--- src/rtl/dds_pkg.sv ---
package dds_pkg;

   localparam int unsigned DW    = 32;
   localparam int unsigned LANES = DW / 8;

   // control register bit positions, decoded by the target
   localparam int CB_START  = 0;
   localparam int CB_READ   = 1;
   localparam int CB_SIZE   = 2;
   localparam int CB_ENABLE = 4;
   localparam int CB_ERROR  = 5;

   typedef enum logic [1:0] {
      SEL_ADDR = 2'd0,
      SEL_DATA = 2'd1,
      SEL_CTRL = 2'd2
   } sel_e;

   typedef enum logic [1:0] {
      SZ_BYTE = 2'd0,
      SZ_HALF = 2'd1,
      SZ_WORD = 2'd2
   } size_e;

   typedef enum logic [2:0] {
      ST_IDLE,
      ST_ADDR,
      ST_WDATA,
      ST_GO,
      ST_POLL,
      ST_RDATA,
      ST_CLEAR
   } state_e;

   function automatic logic [2:0] step_of(input logic [1:0] sz);
      case (sz)
         SZ_BYTE: step_of = 3'd1;
         SZ_HALF: step_of = 3'd2;
         default: step_of = 3'd4;
      endcase
   endfunction

endpackage

--- src/rtl/dds_lanes.sv ---
module dds_lanes
   import dds_pkg::*;
(
   input  logic [1:0]    size,
   input  logic [1:0]    off,
   input  logic [DW-1:0] wr_in,
   input  logic [DW-1:0] raw,
   output logic [DW-1:0] wr_rep,
   output logic [DW-1:0] rd_ext
);

   // lane replication for writes
   for (genvar i = 0; i < LANES; i++) begin : g_rep
      always_comb begin
         case (size)
            SZ_BYTE: wr_rep[8*i +: 8] = wr_in[7:0];
            SZ_HALF: wr_rep[8*i +: 8] = wr_in[8*(i%2) +: 8];
            default: wr_rep[8*i +: 8] = wr_in[8*i +: 8];
         endcase
      end
   end

   // lane extraction for reads
   logic [7:0]  byte_lane [LANES];
   logic [15:0] half_pick;

   for (genvar i = 0; i < LANES; i++) begin : g_pick
      assign byte_lane[i] = raw[8*i +: 8];
   end

   assign half_pick = off[1] ? raw[31:16] : raw[15:0];

   always_comb begin
      case (size)
         SZ_BYTE: rd_ext = {24'd0, byte_lane[off]};
         SZ_HALF: rd_ext = {16'd0, half_pick};
         default: rd_ext = raw;
      endcase
   end

endmodule

--- src/rtl/dds_seq.sv ---
module dds_seq
   import dds_pkg::*;
#(
   parameter int CNT_W      = 8,
   parameter int RETRY_MAX  = 10,
   parameter int POLL_LIMIT = 1024
) (
   input  logic             clk,
   input  logic             rst_n,
   input  logic             cmd_valid,
   output logic             cmd_ready,
   input  logic [DW-1:0]    cmd_addr,
   input  logic [1:0]       cmd_size,
   input  logic             cmd_write,
   input  logic [CNT_W-1:0] cmd_count,
   input  logic [DW-1:0]    cmd_wdata,
   input  logic [DW-1:0]    base_ctrl,
   output logic [1:0]       lane_size,
   output logic [1:0]       lane_off,
   output logic [DW-1:0]    lane_wdata,
   output logic [DW-1:0]    lane_raw,
   input  logic [DW-1:0]    wr_rep,
   input  logic [DW-1:0]    rd_ext,
   output logic             xreq,
   output logic [1:0]       xsel,
   output logic [DW-1:0]    xwdata,
   input  logic             xack,
   input  logic [DW-1:0]    xrdata,
   output logic             done,
   output logic [DW-1:0]    rd_data,
   output logic             err_retry,
   output logic             err_tmo
);

   localparam int RETRY_W = $clog2(RETRY_MAX + 2);
   localparam int POLL_W  = $clog2(POLL_LIMIT + 1);
   localparam logic [RETRY_W-1:0] RETRY_TOP = RETRY_W'(RETRY_MAX);
   localparam logic [POLL_W-1:0]  POLL_LAST = POLL_W'(POLL_LIMIT - 1);
   localparam logic [DW-1:0]      EN_BIT    = DW'(1) << CB_ENABLE;
   localparam logic [DW-1:0]      GO_BIT    = DW'(1) << CB_START;
   localparam logic [DW-1:0]      RD_BIT    = DW'(1) << CB_READ;

   state_e             st_q;
   logic [DW-1:0]      addr_q, wdata_q, raw_q, rd_q;
   logic [1:0]         size_q;
   logic               wr_q;
   logic [CNT_W-1:0]   left_q;
   logic [RETRY_W-1:0] try_q;
   logic [POLL_W-1:0]  poll_q;
   logic               tmo_q, done_q, erty_q, etmo_q;
   logic               take;
   logic [DW-1:0]      go_word;

   assign take      = xreq && xack;
   assign xreq      = (st_q != ST_IDLE);
   assign cmd_ready = (st_q == ST_IDLE);

   assign lane_size  = size_q;
   assign lane_off   = addr_q[1:0];
   assign lane_wdata = wdata_q;
   assign lane_raw   = raw_q;

   assign go_word = base_ctrl | EN_BIT | GO_BIT
                  | (DW'(size_q) << CB_SIZE)
                  | (wr_q ? '0 : RD_BIT);

   always_comb begin
      case (st_q)
         ST_ADDR:  begin xsel = SEL_ADDR; xwdata = addr_q;             end
         ST_WDATA: begin xsel = SEL_DATA; xwdata = wr_rep;             end
         ST_GO:    begin xsel = SEL_CTRL; xwdata = go_word;            end
         ST_POLL:  begin xsel = SEL_CTRL; xwdata = base_ctrl | EN_BIT; end
         ST_RDATA: begin xsel = SEL_DATA; xwdata = '0;                 end
         ST_CLEAR: begin xsel = SEL_CTRL; xwdata = base_ctrl;          end
         default:  begin xsel = SEL_ADDR; xwdata = '0;                 end
      endcase
   end

   always_ff @(posedge clk or negedge rst_n) begin
      if (!rst_n) begin
         st_q    <= ST_IDLE;
         addr_q  <= '0;
         wdata_q <= '0;
         raw_q   <= '0;
         rd_q    <= '0;
         size_q  <= '0;
         wr_q    <= 1'b0;
         left_q  <= '0;
         try_q   <= '0;
         poll_q  <= '0;
         tmo_q   <= 1'b0;
         done_q  <= 1'b0;
         erty_q  <= 1'b0;
         etmo_q  <= 1'b0;
      end else begin
         done_q <= 1'b0;
         erty_q <= 1'b0;
         etmo_q <= 1'b0;
         case (st_q)
            ST_IDLE: if (cmd_valid) begin
               addr_q  <= cmd_addr;
               size_q  <= cmd_size;
               wr_q    <= cmd_write;
               wdata_q <= cmd_wdata;
               left_q  <= (cmd_count == '0) ? '0 : cmd_count - CNT_W'(1);
               try_q   <= '0;
               tmo_q   <= 1'b0;
               st_q    <= ST_ADDR;
            end
            ST_ADDR:  if (take) st_q <= wr_q ? ST_WDATA : ST_GO;
            ST_WDATA: if (take) st_q <= ST_GO;
            ST_GO: if (take) begin
               poll_q <= '0;
               st_q   <= ST_POLL;
            end
            ST_POLL: if (take) begin
               if (!xrdata[CB_START]) begin
                  st_q <= wr_q ? ST_CLEAR : ST_RDATA;
               end else if (poll_q == POLL_LAST) begin
                  tmo_q <= 1'b1;
                  st_q  <= ST_CLEAR;
               end else begin
                  poll_q <= poll_q + POLL_W'(1);
               end
            end
            ST_RDATA: if (take) begin
               raw_q <= xrdata;
               st_q  <= ST_CLEAR;
            end
            ST_CLEAR: if (take) begin
               if (tmo_q || (xrdata[CB_ERROR] && try_q == RETRY_TOP)) begin
                  done_q <= 1'b1;
                  etmo_q <= tmo_q;
                  erty_q <= !tmo_q;
                  rd_q   <= '0;
                  st_q   <= ST_IDLE;
               end else if (xrdata[CB_ERROR]) begin
                  try_q <= try_q + RETRY_W'(1);
                  st_q  <= ST_ADDR;
               end else begin
                  done_q <= 1'b1;
                  rd_q   <= wr_q ? '0 : rd_ext;
                  if (left_q == '0) begin
                     st_q <= ST_IDLE;
                  end else begin
                     left_q <= left_q - CNT_W'(1);
                     addr_q <= addr_q + DW'(step_of(size_q));
                     try_q  <= '0;
                     st_q   <= ST_ADDR;
                  end
               end
            end
            default: st_q <= ST_IDLE;
         endcase
      end
   end

   assign done      = done_q;
   assign rd_data   = rd_q;
   assign err_retry = erty_q;
   assign err_tmo   = etmo_q;


   xfer_hold_chk: assert property (@(posedge clk) disable iff (!rst_n)
      (xreq && !xack) |=> (xreq && $stable(xsel) && $stable(xwdata)));


   idle_hold_chk: assert property (@(posedge clk) disable iff (!rst_n)
      (cmd_ready && !cmd_valid) |=> cmd_ready);


   done_single_chk: assert property (@(posedge clk) disable iff (!rst_n)
      done |=> !done);


   retry_flag_chk: assert property (@(posedge clk) disable iff (!rst_n)
      err_retry |-> (done && !err_tmo && cmd_ready));


   poll_bound_chk: assert property (@(posedge clk) disable iff (!rst_n)
      (st_q == ST_POLL) |-> (poll_q <= POLL_LAST));


   tmo_stop_chk: assert property (@(posedge clk) disable iff (!rst_n)
      err_tmo |-> (done && cmd_ready));

endmodule

--- src/rtl/dbg_dma_seq.sv ---
module dbg_dma_seq
   import dds_pkg::*;
#(
   parameter int CNT_W      = 8,
   parameter int RETRY_MAX  = 10,
   parameter int POLL_LIMIT = 1024
) (
   input  logic             clk,
   input  logic             rst_n,
   input  logic             cmd_valid,
   output logic             cmd_ready,
   input  logic [31:0]      cmd_addr,
   input  logic [1:0]       cmd_size,
   input  logic             cmd_write,
   input  logic [CNT_W-1:0] cmd_count,
   input  logic [31:0]      cmd_wdata,
   input  logic [31:0]      base_ctrl,
   output logic             xreq,
   output logic [1:0]       xsel,
   output logic [31:0]      xwdata,
   input  logic             xack,
   input  logic [31:0]      xrdata,
   output logic             done,
   output logic [31:0]      rd_data,
   output logic             err_retry,
   output logic             err_tmo
);

   if (CNT_W < 1) begin : g_bad_cnt
      $error("CNT_W must be at least 1");
   end
   if (RETRY_MAX < 0) begin : g_bad_retry
      $error("RETRY_MAX must not be negative");
   end
   if (POLL_LIMIT < 1) begin : g_bad_poll
      $error("POLL_LIMIT must be at least 1");
   end
   if (DW != 32) begin : g_bad_dw
      $error("data path must be 32 bits");
   end

   logic [1:0]    lane_size, lane_off;
   logic [DW-1:0] lane_wdata, lane_raw, wr_rep, rd_ext;

   dds_seq #(
      .CNT_W      (CNT_W),
      .RETRY_MAX  (RETRY_MAX),
      .POLL_LIMIT (POLL_LIMIT)
   ) u_seq (
      .clk        (clk),
      .rst_n      (rst_n),
      .cmd_valid  (cmd_valid),
      .cmd_ready  (cmd_ready),
      .cmd_addr   (cmd_addr),
      .cmd_size   (cmd_size),
      .cmd_write  (cmd_write),
      .cmd_count  (cmd_count),
      .cmd_wdata  (cmd_wdata),
      .base_ctrl  (base_ctrl),
      .lane_size  (lane_size),
      .lane_off   (lane_off),
      .lane_wdata (lane_wdata),
      .lane_raw   (lane_raw),
      .wr_rep     (wr_rep),
      .rd_ext     (rd_ext),
      .xreq       (xreq),
      .xsel       (xsel),
      .xwdata     (xwdata),
      .xack       (xack),
      .xrdata     (xrdata),
      .done       (done),
      .rd_data    (rd_data),
      .err_retry  (err_retry),
      .err_tmo    (err_tmo)
   );

   dds_lanes u_lanes (
      .size   (lane_size),
      .off    (lane_off),
      .wr_in  (lane_wdata),
      .raw    (lane_raw),
      .wr_rep (wr_rep),
      .rd_ext (rd_ext)
   );

endmodule

--- config.mk ---
export PLATFORM = sky130hd
export DESIGN_NAME = dbg_dma_seq
export DESIGN_NICKNAME = d
export VERILOG_FILES = /design/src/rtl/dds_pkg.sv /design/src/rtl/dds_lanes.sv /design/src/rtl/dds_seq.sv /design/src/rtl/dbg_dma_seq.sv
export SDC_FILE = /design/constraint.sdc
export NUM_CORES = 1
export LEC_CHECK = 0
export ABC_AREA = 1
export CORE_MARGIN = 2
export CORE_UTILIZATION = 35
export DETAILED_ROUTE_END_ITERATION = 12
export SETUP_SLACK_MARGIN = 0.4
export SLEW_MARGIN = 30
export SYNTH_ARGS = -nofsm -noshare
export SYNTH_HDL_FRONTEND = slang
export SYNTH_SLANG_ARGS = --single-unit
--- constraint.sdc ---
create_clock -name clk -period 3.6 [get_ports clk]
set_clock_uncertainty 0.15 [all_clocks]
set_input_delay 0.72 -clock clk [delete_from_list [all_inputs] [get_ports clk]]
set_output_delay 0.72 -clock clk [all_outputs]
set_load 0.02 [all_outputs]
==> qor.log, run 1 <==
INFO  run_status     status=completed
INFO  cts            cts.path.max_buffers=2
INFO  cts            cts_num_sinks=161
INFO  synthesis      synth.top_cells.by_count=sky130_fd_sc_hd__nand2_1 (473), sky130_fd_sc_hd__dfrtp_1 (161), sky130_fd_sc_hd__inv_1 (120)
INFO  die            floorplan.die_area=0.02850sqmm
INFO  sta            timing.final.setup_violations=0
INFO  sta            unrepaired_setup_endpoints_after_global_routing=no
INFO  synthesis      synthDistinctLibCells=44
INFO  grt            grt_max_degree=69
INFO  synthesis      avgSynthCellArea=7.296squm
INFO  cts            root_buffer=sky130_fd_sc_hd__clkbuf_16
INFO  cells_and_area flow.area_growth_from_synthesis=32.94%
INFO  place          dpl_worst_slack=356.3ps
INFO  synthesis      synth_adder_area_share=1.185%
INFO  grt            grt_util_all_layers=22.84%
INFO  cts            cts-htree-levels=4
INFO  worst_setup_path worstPathArrival=2270ps
INFO  die            chipHeight=168.8um
INFO  worst_hold_path min_path_type=in -> async
INFO  synthesis      synth_top_area_share=42.38%
INFO  sta            timing.final.max_slew_violations=0
INFO  cts            worst_setup_hold_path_clk_slew=70ps
INFO  grt            number_of_global_route_vias_before_repair=9067
INFO  sta            timing.final.crit_share=87.25%
INFO  cts            tritoncts=built
INFO  synthesis      synth_fp_nets=1455
INFO  sta            max_slew.worst_pin.slew=739.8ps
INFO  place          final_gp_congestion=0.9129
INFO  sta            setup_total_negative_slack=0ps
INFO  pwr            p_per_area=805.6mW/mm^2
INFO  route          drt_first_pass_iters=5
INFO  synthesis      postSynth.topFlopCell=sky130_fd_sc_hd__dfrtp_1
INFO  worst_setup_path critical-path-max-stage-delay=460ps
INFO  sta            fin_hold_ws=151.1ps
INFO  cells_and_area multi_input_area=0.004770sqmm
INFO  synthesis      async_flop_share=100.0%
INFO  synthesis      yosys.area_share.simple=29.80%
INFO  cells_and_area num-fill-cells=2681
INFO  worst_setup_path regToRegSetupSlack=780ps
INFO  worst_setup_path worstPathCellList=inv_4 -> nand2_1 -> nor2_4 -> buf_4 -> clkinvlp_4 -> buf_4 -> o2111ai_2 -> clkdlybuf4s15_2
INFO  route          drt.antenna.violating_nets=0
INFO  worst_setup_path rr_worst_depth=10
INFO  synthesis      synth_top_family_by_area=simple AND/OR/NAND/NOR gates
INFO  cts            cts_hold_buffers=0
INFO  pwr            p_total=10.18mW
INFO  route          drt-vias-per-instance=5.087
INFO  synthesis      syn_inst=1303
INFO  worst_setup_path critical_path_required=2730ps
INFO  synthesis      synth.mux.area_fraction=3.554%
INFO  synthesis      synth_area_leaders=sky130_fd_sc_hd__dfrtp_1 (42%), sky130_fd_sc_hd__nand2_1 (19%), sky130_fd_sc_hd__inv_1 (4.7%)
INFO  synthesis      yosysTopAreaCell=sky130_fd_sc_hd__dfrtp_1
INFO  cts            worstSkewPairLatency=430ps
INFO  worst_setup_path crit_path_top_delay_cell=sky130_fd_sc_hd__dfrtp_2
INFO  die            floorplan.die.width=168.8um
INFO  synthesis      yosysWarnings=0
INFO  worst_setup_path path_class=reg -> out
INFO  synthesis      synth_compound_area_share=13.46%
INFO  grt            grt-ovfl-total=0
INFO  die            initial_cell_density_of_the_core=35.47%
INFO  cells_and_area layout_net_count=1661
INFO  synthesis      synth.yosys.seq_area_share=42.38%
INFO  sta            final_hold_viol_count=0
INFO  worst_setup_path cp-end-kind=output port
INFO  grt            number_of_antenna_violations_at_the_first_check_in_global_routing=0
INFO  worst_setup_path crit_path_start_kind=flop
INFO  pwr            vdd_ir_drop_max=355.8uV
INFO  synthesis      synth-xor-area-share=1.935%
INFO  synthesis      synthMostInstantiatedCell=sky130_fd_sc_hd__nand2_1
INFO  worst_setup_path crit_top_cell=sky130_fd_sc_hd__buf_4
INFO  synthesis      syn-cell-area=0.009507sqmm
INFO  sta            setup_ws=458.9ps
INFO  flow_run       drv.max_cap_violation_count=0
INFO  route          wl_per_cell=17.61um
INFO  sta            clock.fmax=318.4MHz
INFO  sta            maxSlewHeadroom=50.63%
INFO  worst_setup_path crit_path_max_fanout=6
INFO  route          total_wire_length=32820um
INFO  place          port-buffer-count=213
INFO  route          detailedRoute.firstIterationViolations=880
INFO  pwr            p_leak=5.952nW
INFO  die            core.rowCount=60
INFO  cells_and_area share_of_final_layout_standard_cells_stronger_than_drive_strength_1=9.067%
INFO  die            core-area=0.02680sqmm
INFO  synthesis      ys_ff_latch=161
INFO  worst_setup_path worstReg2RegStart=u_seq.st_q[0]
INFO  cells_and_area ff_latch_area=0.004031sqmm
INFO  route          residual_drc_count=0
INFO  place          place.detailed.hpwl=24460um
INFO  worst_setup_path r2r-end=u_seq.addr_q[3]
INFO  synthesis      synth_edf_count=0
INFO  sta            final_period_minus_worst_setup_slack=3141ps
INFO  die            number_of_top_level_pins=214
INFO  grt            grt_pass1_wl=50660um
INFO  cts            cts_made_buffers=17
INFO  route          vias_post_dr=9483
==> where the power goes <==
part	switching, mW	internal (mW)	leakage (nW)	total [mW]
Combinational	3.17	1.90	3.60	5.07
Sequential	0.731	2.55	2.06	3.28
Clock	0.896	0.942	0.292	1.84
==> final cells by class <==
class | count | share of cell area [%]
Timing Repair inverter | 1 | 0.05940
Clock inverter | 15 | 1.465
Tap cell | 341 | 3.376
Antenna cell | 1 | 0.01980
Multi-Input combinational cell | 961 | 37.74
Timing Repair Buffer | 240 | 18.26
Clock buffer | 17 | 3.366
Inverter | 127 | 3.821
Sequential cell | 161 | 31.90
==> sequential cells by signal (all words and copies together), names as in the netlist <==
name,flops
u_seq.addr_q,32
u_seq.lane_raw,32
u_seq.lane_size,2
u_seq.done,1
u_seq.try_q,4
u_seq.rd_data,32
u_seq.lane_wdata,32
u_seq.tmo_q,1
u_seq.wr_q,1
u_seq.st_q,3
u_seq.poll_q,11
u_seq.left_q,8
u_seq.err_tmo,1
u_seq.err_retry,1
==> placed cells by master (no fill, tap or decap), drive strengths merged, types with 2 or more instances in the layout <==
cell type	Yosys	final
o221ai	2	2
o31ai	2	2
a22oi	13	13
xnor2	5	5
clkdlybuf4s50	0	178
a21oi	49	49
o2111ai	5	5
o22ai	4	4
o21ai	105	105
or2	5	5
clkinvlp	0	3
nand3b	2	2
a22o	8	8
nor3	14	14
nand3	75	75
dlymetal6s2s	0	6
xor2	16	16
o211ai	19	19
a221o	6	6
nor2	86	86
dfrtp	161	161
inv	126	131
clkbuf	27	31
mux2	30	30
clkinv	1	9
dlygate4sd2	0	9
clkdlybuf4s15	0	5
buf	27	28
nand4	22	22
ha	9	9
nand2	479	479
==> what timing repair did <==
action | 4_1_cts | 5_1_grt
pin swaps | 1 | 1
setup buffers | 6 | 1
resized for setup | 42 | 41
endpoints found under the setup margin | 34 | 27
gates cloned | 1 | 0
==> through the flow <==
| step | area [sq um] | instances | utilization (%) |
|---|---|---|---|
| floorplan | 9507 | 1303 | - |
| global placement | 11990 | 1823 | 44.73 |
| detailed placement | 11990 | 1823 | 44.74 |
| CTS | 12650 | 1862 | 47.22 |
| global route | 12640 | 1863 | 47.15 |
| finish | 12640 | 1864 | 47.16 |
==> how the worst max path moves through the flow <==
stage | cells after the start | slack, ps | end | start
after detailed placement | 6 | 360 | xwdata[4] | u_seq.st_q[1]
after CTS | 6 | 210 | xwdata[19] | u_seq.st_q[1]
after floorplan | 6 | 1070 | xwdata[24] | u_seq.st_q[1]
after global routing | 8 | 390 | xwdata[3] | u_seq.st_q[1]
after global placement | 6 | 400 | xwdata[4] | u_seq.st_q[1]
final | 8 | 460 | xwdata[3] | u_seq.st_q[1]
==> logic make-up after synthesis <==
| group | Yosys count |
|---|---|
| AO/OA/AOI/OAI | 216 |
| adder cells (fa/ha/maj) | 9 |
| AND/OR/NAND/NOR | 685 |
| XOR/XNOR | 21 |
| buffers and inverters | 181 |
| flip-flops | 161 |
| multiplexers | 30 |
==> critical path, delay by kind of cell, from the launching register on <==
kind,cells,cell delay (ps)
compound gates,1,210
buf+inv,5,810
flops,1,460
simple gates,2,360
==> layer usage <==
metal  global-route usage (%)  wire (um)  vias up
li1                         -          -     4654
met1                    31.28      14880     4446
met2                    36.01      15070      316
met3                    3.975       1783       67
met4                    9.108       1086        0
met5                        0          0        -
Note: power is estimated with default switching activity, not from simulation.
==> run 2, diff against run 1 <==
--- a/config.mk
+++ b/config.mk
@@ -6,9 +6,12 @@
 export NUM_CORES = 1
 export LEC_CHECK = 0
 export ABC_AREA = 1
+export CAP_MARGIN = 10
 export CORE_MARGIN = 2
 export CORE_UTILIZATION = 35
+export CTS_CLUSTER_DIAMETER = 60
 export DETAILED_ROUTE_END_ITERATION = 12
+export GPL_TIMING_DRIVEN = 0
 export SETUP_SLACK_MARGIN = 0.4
 export SLEW_MARGIN = 30
 export SYNTH_ARGS = -nofsm -noshare
==> run 2 against run 1 <==
  * Global-route usage up 1.2 points
  * Combinational power increased by 5.1%
  * Highest routed layer unchanged
  * Critical path depth down 1
  * Design area up 1.8%
  * Register-to-register slack better by 40 ps
  * Via count grew 2.0%
  * Critical path type unchanged
  * Routed wire length up 5.2%
  * Die area is the same
  * Worst setup slack worse by 7.1 ps
  * Non-clock buffer count rose by 32
==> qor.log, run 2 (synthesized netlist as in run 1, its figures left out) <==
INFO  cts            cts-htree-levels=4 [unchanged]
INFO  route          residual_drc_count=0 [unchanged]
INFO  sta            final_hold_viol_count=0 [unchanged]
INFO  worst_setup_path crit_top_cell=sky130_fd_sc_hd__clkbuf_2 [was sky130_fd_sc_hd__buf_4]
INFO  route          drt-vias-per-instance=5.104 [was 5.087]
INFO  cts            cts.path.max_buffers=2 [unchanged]
INFO  die            core-area=0.02680sqmm [unchanged]
INFO  die            floorplan.die.width=168.8um [unchanged]
INFO  pwr            p_per_area=815.8mW/mm^2 [was 805.6 mW/mm^2]
INFO  route          wl_per_cell=18.22um [was 17.61 um]
INFO  sta            unrepaired_setup_endpoints_after_global_routing=yes [was no]
INFO  cts            tritoncts=built [unchanged]
INFO  place          port-buffer-count=213 [unchanged]
INFO  grt            grt_pass1_wl=52790um [was 50660 um]
INFO  cts            root_buffer=sky130_fd_sc_hd__clkbuf_16 [unchanged]
INFO  pwr            vdd_ir_drop_max=425.8uV [was 355.8 uV]
INFO  cts            cts_hold_buffers=0 [unchanged]
INFO  cts            cts_made_buffers=17 [unchanged]
INFO  die            floorplan.die_area=0.02850sqmm [unchanged]
INFO  sta            timing.final.setup_violations=0 [unchanged]
INFO  die            core.rowCount=60 [unchanged]
INFO  die            number_of_top_level_pins=214 [unchanged]
INFO  worst_setup_path cp-end-kind=output port [unchanged]
INFO  worst_setup_path worstPathCellList=inv_4 -> nand2_1 -> nor2_4 -> inv_1 -> clkbuf_2 -> o211ai_1 -> clkbuf_2 [was inv_4 -> nand2_1 -> nor2_4 -> buf_4 -> clkinvlp_4 -> buf_4 -> o2111ai_2 -> clkdlybuf4s15_2]
INFO  grt            grt_util_all_layers=24.05% [was 22.84%]
INFO  route          drt_first_pass_iters=6 [was 5]
INFO  run_status     status=completed [unchanged]
INFO  sta            timing.final.crit_share=87.45% [was 87.25%]
INFO  grt            grt_max_degree=62 [was 69]
INFO  worst_setup_path crit_path_start_kind=flop [unchanged]
INFO  cts            worst_setup_hold_path_clk_slew=80ps [was 70 ps]
INFO  sta            maxSlewHeadroom=52.63% [was 50.63%]
INFO  worst_setup_path critical_path_required=2730ps [about the same]
INFO  grt            grt-ovfl-total=0 [unchanged]
INFO  place          numPlacedInstances=1859 [was 1823]
INFO  worst_setup_path path_class=reg -> out [unchanged]
INFO  die            chipHeight=168.8um [unchanged]
INFO  route          drt.antenna.violating_nets=0 [unchanged]
INFO  worst_setup_path crit_path_top_delay_cell=sky130_fd_sc_hd__dfrtp_2 [unchanged]
INFO  route          detailedRoute.firstIterationViolations=807 [was 880]
INFO  worst_setup_path crit_path_max_fanout=10 [was 6]
INFO  flow_run       drv.max_cap_violation_count=0 [unchanged]
INFO  cells_and_area layout_net_count=1692 [was 1661]
INFO  sta            timing.final.max_slew_violations=0 [unchanged]
INFO  worst_setup_path worstPathArrival=2280ps [was 2270 ps]
INFO  sta            clock.fmax=317.6MHz [was 318.4 MHz]
INFO  worst_setup_path critical-path-max-stage-delay=470ps [was 460 ps]
INFO  cells_and_area final-instance-count-excl-fill=1895 [was 1864]
INFO  sta            final_period_minus_worst_setup_slack=3148ps [was 3141 ps]
INFO  cells_and_area post-route-util=48.01% [was 47.16%]
INFO  route          total_wire_length=34520um [was 32820 um]
INFO  cts            worstSkewPairLatency=450ps [was 430 ps]
INFO  pwr            p_leak=5.955nW [was 5.952 nW]
INFO  cells_and_area leading_cell_type_in_the_layout_fill_and_taps_excluded=sky130_fd_sc_hd__nand2_1 [unchanged]
INFO  cells_and_area layout_common_cells=sky130_fd_sc_hd__nand2_1 (470), sky130_fd_sc_hd__clkdlybuf4s50_1 (178), sky130_fd_sc_hd__dfrtp_1 (158) [was sky130_fd_sc_hd__nand2_1 (473), sky130_fd_sc_hd__clkdlybuf4s50_1 (178), sky130_fd_sc_hd__dfrtp_1 (159)]
INFO  cells_and_area num-fill-cells=2738 [was 2681]
INFO  grt            number_of_global_route_vias_before_repair=9305 [was 9067]
INFO  cells_and_area flow.area_growth_from_synthesis=35.35% [was 32.94%]
INFO  route          vias_post_dr=9672 [was 9483]
INFO  place          final_gp_congestion=0.9162 [was 0.9129]
INFO  cells_and_area share_of_final_layout_standard_cells_stronger_than_drive_strength_1=11.46% [was 9.067%]
INFO  grt            number_of_antenna_violations_at_the_first_check_in_global_routing=0 [unchanged]
INFO  sta            max_slew.worst_pin.slew=710.6ps [was 739.8 ps]
INFO  die            initial_cell_density_of_the_core=35.47% [unchanged]
INFO  cts            cts_num_sinks=161 [unchanged]
INFO  worst_hold_path min_path_type=in -> async [unchanged]
INFO  place          place.detailed.hpwl=26920um [was 24460 um]
## run 2: cell types whose count changed in the layout (fill, tap and decap cells not counted), moves of 6 or more
| cell | previous run | this run |
|---|---|---|
| sky130_fd_sc_hd__buf_2 | 0 | 21 |
| sky130_fd_sc_hd__clkdlybuf4s15_2 | 1 | 19 |
| sky130_fd_sc_hd__buf_4 | 23 | 6 |
| sky130_fd_sc_hd__clkbuf_1 | 0 | 14 |
| sky130_fd_sc_hd__dlygate4sd2_1 | 9 | 2 |
| sky130_fd_sc_hd__clkbuf_4 | 0 | 6 |
| sky130_fd_sc_hd__dlymetal6s2s_1 | 6 | 0 |
| sky130_fd_sc_hd__o21ai_0 | 81 | 75 |
| sky130_fd_sc_hd__o21ai_1 | 22 | 28 |
## run 2: path summary, 6_finish.rpt
path	startpoint	endpoint	slack, ps	cells after the start
hold reg to reg	u_seq.rd_data[19]	u_seq.rd_data[19]	330	2
max in group asynchronous	rst_n	u_seq.lane_wdata[19]	2300	3
setup / recovery	u_seq.st_q[1]	xwdata[19]	450	7
hold / removal	rst_n	u_seq.err_tmo	20	1
min in group clk	u_seq.rd_data[19]	u_seq.rd_data[19]	330	2
setup reg to reg	u_seq.lane_size[0]	u_seq.addr_q[16]	820	15
## run 2: worst max-delay path: cells and delay by family, from the launching register on
family,cells,cell delay [ps]
AOI/OAI and AO/OA,1,350
buffers and inverters,4,680
DFF,1,470
and+or+nand+nor,2,330
## run 2: layout make-up
type	count	area (sq um)	area share, %
clock inverters	15	203.9	1.585
repair buffers	218	2176	16.91
well taps	341	426.7	3.316
inverters	127	481.7	3.744
clock buffers	17	425.4	3.306
diodes	1	2.502	0.01945
plain buffers	54	290.3	2.256
flip-flops and latches	161	4033	31.34
multi-input cells	961	4828	37.52
## run 2: metal layers
metal  vias up  part of all wire (%)  track usage [%]
met5         -                     0                0
met4         0                   1.7            6.822
met3        34                   5.1            3.156
met2       317                    47            38.85
met1      4584                    46            33.89
li1       4737                     -                -
## run 2: through the flow
stage	setup slack (ps)	setup TNS, ps	power, mW	instance area (sq um)	hold slack (ps)
floorplan	1070	0	6.209	9507	260.2
global placement	-5447	-874180	8.460	12070	315.0
detailed placement	-34.91	-34.91	8.528	12130	315.1
CTS	278.4	0	10.46	12860	37.00
global route	366.2	0	11.19	12860	47.93
finish	451.8	0	10.50	12870	19.78
## run 2: report_power, final
group / switching [mW] / total [mW] / internal [mW] / leakage [nW]
Sequential: 0.712 / 3.26 / 2.55 / 2.06
Combinational: 3.36 / 5.33 / 1.97 / 3.59
Clock: 0.950 / 1.91 / 0.958 / 0.304
Total: 5.02 / 10.5 / 5.48 / 5.95
## run 2: timing repair
item | in CTS | in global routing
setup buffers | 0 | 3
pin swaps | 0 | 2
setup endpoints to repair | 34 | 32
gates resized for setup | 117 | 41
==> run 3, diff against run 2 <==
--- a/config.mk
+++ b/config.mk
@@ -5,7 +5,6 @@
 export SDC_FILE = /design/constraint.sdc
 export NUM_CORES = 1
 export LEC_CHECK = 0
-export ABC_AREA = 1
 export CAP_MARGIN = 10
 export CORE_MARGIN = 2
 export CORE_UTILIZATION = 35
==> run 3 against run 2 <==
  * Sequential power increased by 1%
  * Non-clock buffer count increased by 24
  * Total power increased by 8.2%
  * Design area decreased by 0.66%
  * Register-to-register slack got worse by 220 ps
  * Critical path depth increased by 1
  * Synthesized cell count decreased by 17%
  * Global-route usage increased by 1.3 points
  * Combinational power increased by 15%
  * Flip-flop and latch count unchanged
  * Critical path type unchanged
  * Largest cell class unchanged
==> qor.log, run 3 <==
INFO  run_status     status=completed [unchanged]
INFO  worst_hold_path min_path_type=in -> async [unchanged]
INFO  cells_and_area post-route-util=47.96% [was 48.01%]
INFO  synthesis      yosysWarnings=0 [unchanged]
INFO  die            number_of_top_level_pins=214 [unchanged]
INFO  cells_and_area flow.area_growth_from_synthesis=35.89% [was 35.35%]
INFO  synthesis      synth_fp_nets=1229 [was 1455]
INFO  die            floorplan.die.width=167.9um [was 168.8 um]
INFO  cells_and_area share_of_final_layout_standard_cells_stronger_than_drive_strength_1=14.19% [was 11.46%]
INFO  synthesis      postSynth.topFlopCell=sky130_fd_sc_hd__dfrtp_1 [unchanged]
INFO  pwr            sw_frac_of_total=47.62% [was 47.82%]
INFO  sta            fin_hold_ws=10.35ps [was 19.78 ps]
INFO  cells_and_area layout_net_count=1464 [was 1692]
INFO  grt            grt_util_all_layers=25.37% [was 24.05%]
INFO  pwr            vdd_ir_drop_max=449.4uV [was 425.8 uV]
INFO  grt            grt-ovfl-total=0 [unchanged]
INFO  route          drt.antenna.violating_nets=0 [unchanged]
INFO  cts            cts_made_buffers=17 [unchanged]
INFO  worst_setup_path worstPathCellList=buf_4 -> clkbuf_16 -> mux2i_1 -> o21ai_0 -> mux2_2 -> a221oi_1 -> a21oi_1 -> buf_4 [was inv_4 -> nand2_1 -> nor2_4 -> inv_1 -> clkbuf_2 -> o211ai_1 -> clkbuf_2]
INFO  synthesis      synthDistinctLibCells=80 [was 44]
INFO  route          wl_per_cell=21.38um [was 18.22 um]
INFO  die            core-area=0.02665sqmm [was 0.02680 sq mm]
INFO  cells_and_area leading_cell_type_in_the_layout_fill_and_taps_excluded=sky130_fd_sc_hd__nand2_1 [unchanged]
INFO  pwr            comb_power_share=54.1% [was 50.8%]
INFO  synthesis      avgSynthCellArea=8.734squm [was 7.296 sq um]
INFO  grt            grt_max_degree=73 [was 62]
INFO  sta            final_hold_viol_count=0 [unchanged]
INFO  synthesis      synth_area_leaders=sky130_fd_sc_hd__dfrtp_1 (43%), sky130_fd_sc_hd__nand2_1 (9.1%), sky130_fd_sc_hd__o21ai_0 (6.1%) [was sky130_fd_sc_hd__dfrtp_1 (42%), sky130_fd_sc_hd__nand2_1 (19%), sky130_fd_sc_hd__inv_1 (4.7%)]
INFO  cts            cts.path.max_buffers=2 [unchanged]
INFO  pwr            power_switching=5.410mW [was 5.019 mW]
INFO  cells_and_area layout_common_cells=sky130_fd_sc_hd__nand2_1 (229), sky130_fd_sc_hd__clkdlybuf4s50_1 (179), sky130_fd_sc_hd__dfrtp_1 (160) [was sky130_fd_sc_hd__nand2_1 (470), sky130_fd_sc_hd__clkdlybuf4s50_1 (178), sky130_fd_sc_hd__dfrtp_1 (158)]
INFO  worst_setup_path crit_path_max_fanout=10 [unchanged]
INFO  flow_run       drv.max_cap_violation_count=0 [unchanged]
INFO  worst_setup_path path_class=reg -> out [unchanged]
INFO  pwr            share_seq_of_total_power=29.0% [was 31.0%]
INFO  pwr            internal_power=5.951mW [was 5.478 mW]
INFO  place          place.detailed.hpwl=27210um [was 26920 um]
INFO  place          numPlacedInstances=1633 [was 1859]
INFO  die            initial_cell_density_of_the_core=35.30% [was 35.47%]
INFO  cts            cts_num_sinks=161 [unchanged]
INFO  grt            globalRouteMet1Util=34.53% [was 33.89%]
INFO  cts            cts_hold_buffers=0 [unchanged]
INFO  sta            setup_ws=449.2ps [was 451.8 ps]
INFO  worst_setup_path critical-path-max-stage-delay=360ps [was 470 ps]
INFO  die            floorplan.die_area=0.02820sqmm [was 0.02850 sq mm]
INFO  synthesis      synth.top_cells.by_count=sky130_fd_sc_hd__nand2_1 (229), sky130_fd_sc_hd__dfrtp_1 (161), sky130_fd_sc_hd__o21ai_0 (114) [was sky130_fd_sc_hd__nand2_1 (473), sky130_fd_sc_hd__dfrtp_1 (161), sky130_fd_sc_hd__inv_1 (120)]
INFO  cells_and_area antennaDiodeCount=0 [was 1]
INFO  route          drt_first_pass_iters=6 [unchanged]
INFO  die            chipHeight=167.9um [was 168.8 um]
INFO  sta            timing.final.crit_share=87.52% [was 87.45%]
INFO  synthesis      syn_inst=1077 [was 1303]
INFO  grt            grt_pass1_wl=55010um [was 52790 um]
INFO  pwr            clock_power_share=16.8% [was 18.2%]
INFO  place          dpl_worst_slack=-178.4ps [was -34.91 ps]
INFO  cells_and_area final-instance-count-excl-fill=1666 [was 1895]
INFO  worst_setup_path cp-end-kind=output port [unchanged]
INFO  pwr            p_total=11.36mW [was 10.50 mW]
INFO  pwr            p_leak=5.376nW [was 5.955 nW]
INFO  worst_setup_path critical_path_required=2730ps [about the same]
INFO  synthesis      yosysTopAreaCell=sky130_fd_sc_hd__dfrtp_1 [unchanged]
INFO  sta            unrepaired_setup_endpoints_after_global_routing=yes [unchanged]
INFO  route          residual_drc_count=0 [unchanged]
INFO  grt            number_of_global_route_vias_before_repair=9372 [was 9305]
INFO  worst_setup_path crit_path_top_delay_cell=sky130_fd_sc_hd__dfrtp_1 [was sky130_fd_sc_hd__dfrtp_2]
INFO  route          detailedRoute.firstIterationViolations=913 [was 807]
INFO  place          final_gp_congestion=0.9712 [was 0.9162]
INFO  die            core.rowCount=60 [unchanged]
INFO  synthesis      async_flop_share=100.0% [unchanged]
INFO  synthesis      synth_top_area_share=42.83% [was 42.38%]
INFO  sta            final_period_minus_worst_setup_slack=3151ps [was 3148 ps]
INFO  synthesis      syn-cell-area=0.009407sqmm [was 0.009507 sq mm]
INFO  cts            cts-htree-levels=4 [unchanged]
INFO  worst_setup_path crit_top_cell=sky130_fd_sc_hd__buf_4 [was sky130_fd_sc_hd__clkbuf_2]
INFO  cts            tritoncts=built [unchanged]
INFO  synthesis      ys_ff_latch=161 [unchanged]
INFO  synthesis      synth.yosys.seq_area_share=42.83% [was 42.38%]
INFO  sta            clock.fmax=317.4MHz [was 317.6 MHz]
INFO  sta            timing.final.max_slew_violations=0 [unchanged]
INFO  place          port-buffer-count=213 [unchanged]
INFO  worst_setup_path crit_path_start_kind=flop [unchanged]
INFO  grt            grt_util_met3=4.772% [was 3.156%]
INFO  synthesis      synthMostInstantiatedCell=sky130_fd_sc_hd__nand2_1 [unchanged]
INFO  route          total_wire_length=35620um [was 34520 um]
INFO  sta            maxSlewHeadroom=40.13% [was 52.63%]
INFO  grt            globalRouteMet2Util=40.80% [was 38.85%]
INFO  sta            max_slew.worst_pin.slew=895.8ps [was 710.6 ps]
INFO  cts            worst_setup_hold_path_clk_slew=70ps [was 80 ps]
INFO  sta            timing.final.setup_violations=0 [unchanged]
INFO  route          drt-vias-per-instance=5.703 [was 5.104]
INFO  cts            worstSkewPairLatency=440ps [was 450 ps]
INFO  grt            grt_most_used_layer=met2 [unchanged]
INFO  cells_and_area num-fill-cells=2546 [was 2738]
INFO  grt            number_of_antenna_violations_at_the_first_check_in_global_routing=1 [was 0]
INFO  worst_setup_path regToRegSetupSlack=600ps [was 820 ps]
INFO  worst_setup_path worstPathArrival=2280ps [about the same]
INFO  route          vias_post_dr=9501 [was 9672]
INFO  pwr            p_per_area=888.8mW/mm^2 [was 815.8 mW/mm^2]
INFO  synthesis      synth_edf_count=0 [unchanged]
INFO  cts            root_buffer=sky130_fd_sc_hd__clkbuf_16 [unchanged]
==> run 3: changes by cell type after synthesis, moves of 14 or more <==
cell | previous run | this run
sky130_fd_sc_hd__nand2_1 | 473 | 229
sky130_fd_sc_hd__inv_1 | 120 | 25
sky130_fd_sc_hd__nand3_1 | 74 | 20
sky130_fd_sc_hd__nor2_1 | 81 | 48
sky130_fd_sc_hd__o21ai_0 | 81 | 114
sky130_fd_sc_hd__clkbuf_1 | 27 | 56
sky130_fd_sc_hd__mux2i_1 | 0 | 26
sky130_fd_sc_hd__a22oi_1 | 13 | 34
sky130_fd_sc_hd__o21ai_1 | 22 | 3
sky130_fd_sc_hd__mux2_2 | 30 | 44
sky130_fd_sc_hd__o211ai_1 | 19 | 5
sky130_fd_sc_hd__xor2_1 | 16 | 2
==> run 3: routing by layer <==
metal / part of all wire, % / vias up
li1: - / 4387
met1: 43 / 4546
met2: 46 / 476
met3: 7.6 / 90
met4: 3.6 / 2
met5: 0.034 / -
==> run 3: kinds of logic after synthesis <==
group	after synthesis	synth area share, %
and+or+nand+nor	404	20.06
buffers and inverters	106	4.669
adders and majority gates	10	1.304
DFF	161	42.83
muxes	70	8.034
AOI/OAI and AO/OA	316	22.17
xor gates and xnor gates	10	0.9312
==> run 3: what timing repair did <==
action	4_1_cts	5_1_grt
setup endpoints to repair	50	44
endpoints found under the hold margin	0	0
resized for setup	146	72
buffers inserted	1	0
pin swaps	2	4
==> run 3: worst paths after layout <==
| kind | startpoint | depth (start not counted) | end |
|---|---|---|---|
| min in group clk | u_seq.lane_wdata[18] | 2 | u_seq.lane_wdata[18] |
| max in group asynchronous | rst_n | 3 | u_seq.lane_raw[10] |
| setup reg to reg | u_seq.addr_q[1] | 9 | u_seq.addr_q[28] |
| setup / recovery | u_seq.lane_size[0] | 8 | xwdata[26] |
| hold reg to reg | u_seq.lane_wdata[18] | 2 | u_seq.lane_wdata[18] |
| hold / removal | rst_n | 1 | u_seq.err_retry |
==> run 3: cell type report <==
| type | instances | area [sq um] | share of cell area [%] |
|---|---|---|---|
| flip-flops and latches | 161 | 4030 | 31.53 |
| clock inverters | 15 | 198.9 | 1.556 |
| well taps | 341 | 426.7 | 3.338 |
| plain buffers | 80 | 435.4 | 3.406 |
| inverters | 26 | 97.59 | 0.7635 |
| repair buffers | 216 | 2120 | 16.58 |
| clock buffers | 17 | 425.4 | 3.328 |
| multi-input cells | 810 | 5049 | 39.50 |
==> run 3: worst max-delay path, delay by kind of cell (launching register included) <==
kind	cells	cell delay (ps)
AOI/OAI and AO/OA	3	500
DFF	1	360
buffers and inverters	3	560
muxes	2	420
==> run 3: power by group through the flow <==
stage                     combinational (mW)  clock [mW]  sequential (mW)
after floorplan                         3.52           0             3.14
after global placement                  5.95           0             3.28
after detailed placement                5.99           0             3.30
after CTS                               6.06        1.94             3.27
after global routing                    6.63        2.02             3.38
final                                   6.15        1.91             3.30
==> run 3: stage by stage <==
stage,TNS (ps),area (sq um)
final,0,12780
after detailed placement,-619.9,12030
after global routing,0,12780
after CTS,0,12800
after global placement,-862870,11970
after floorplan,0,9407
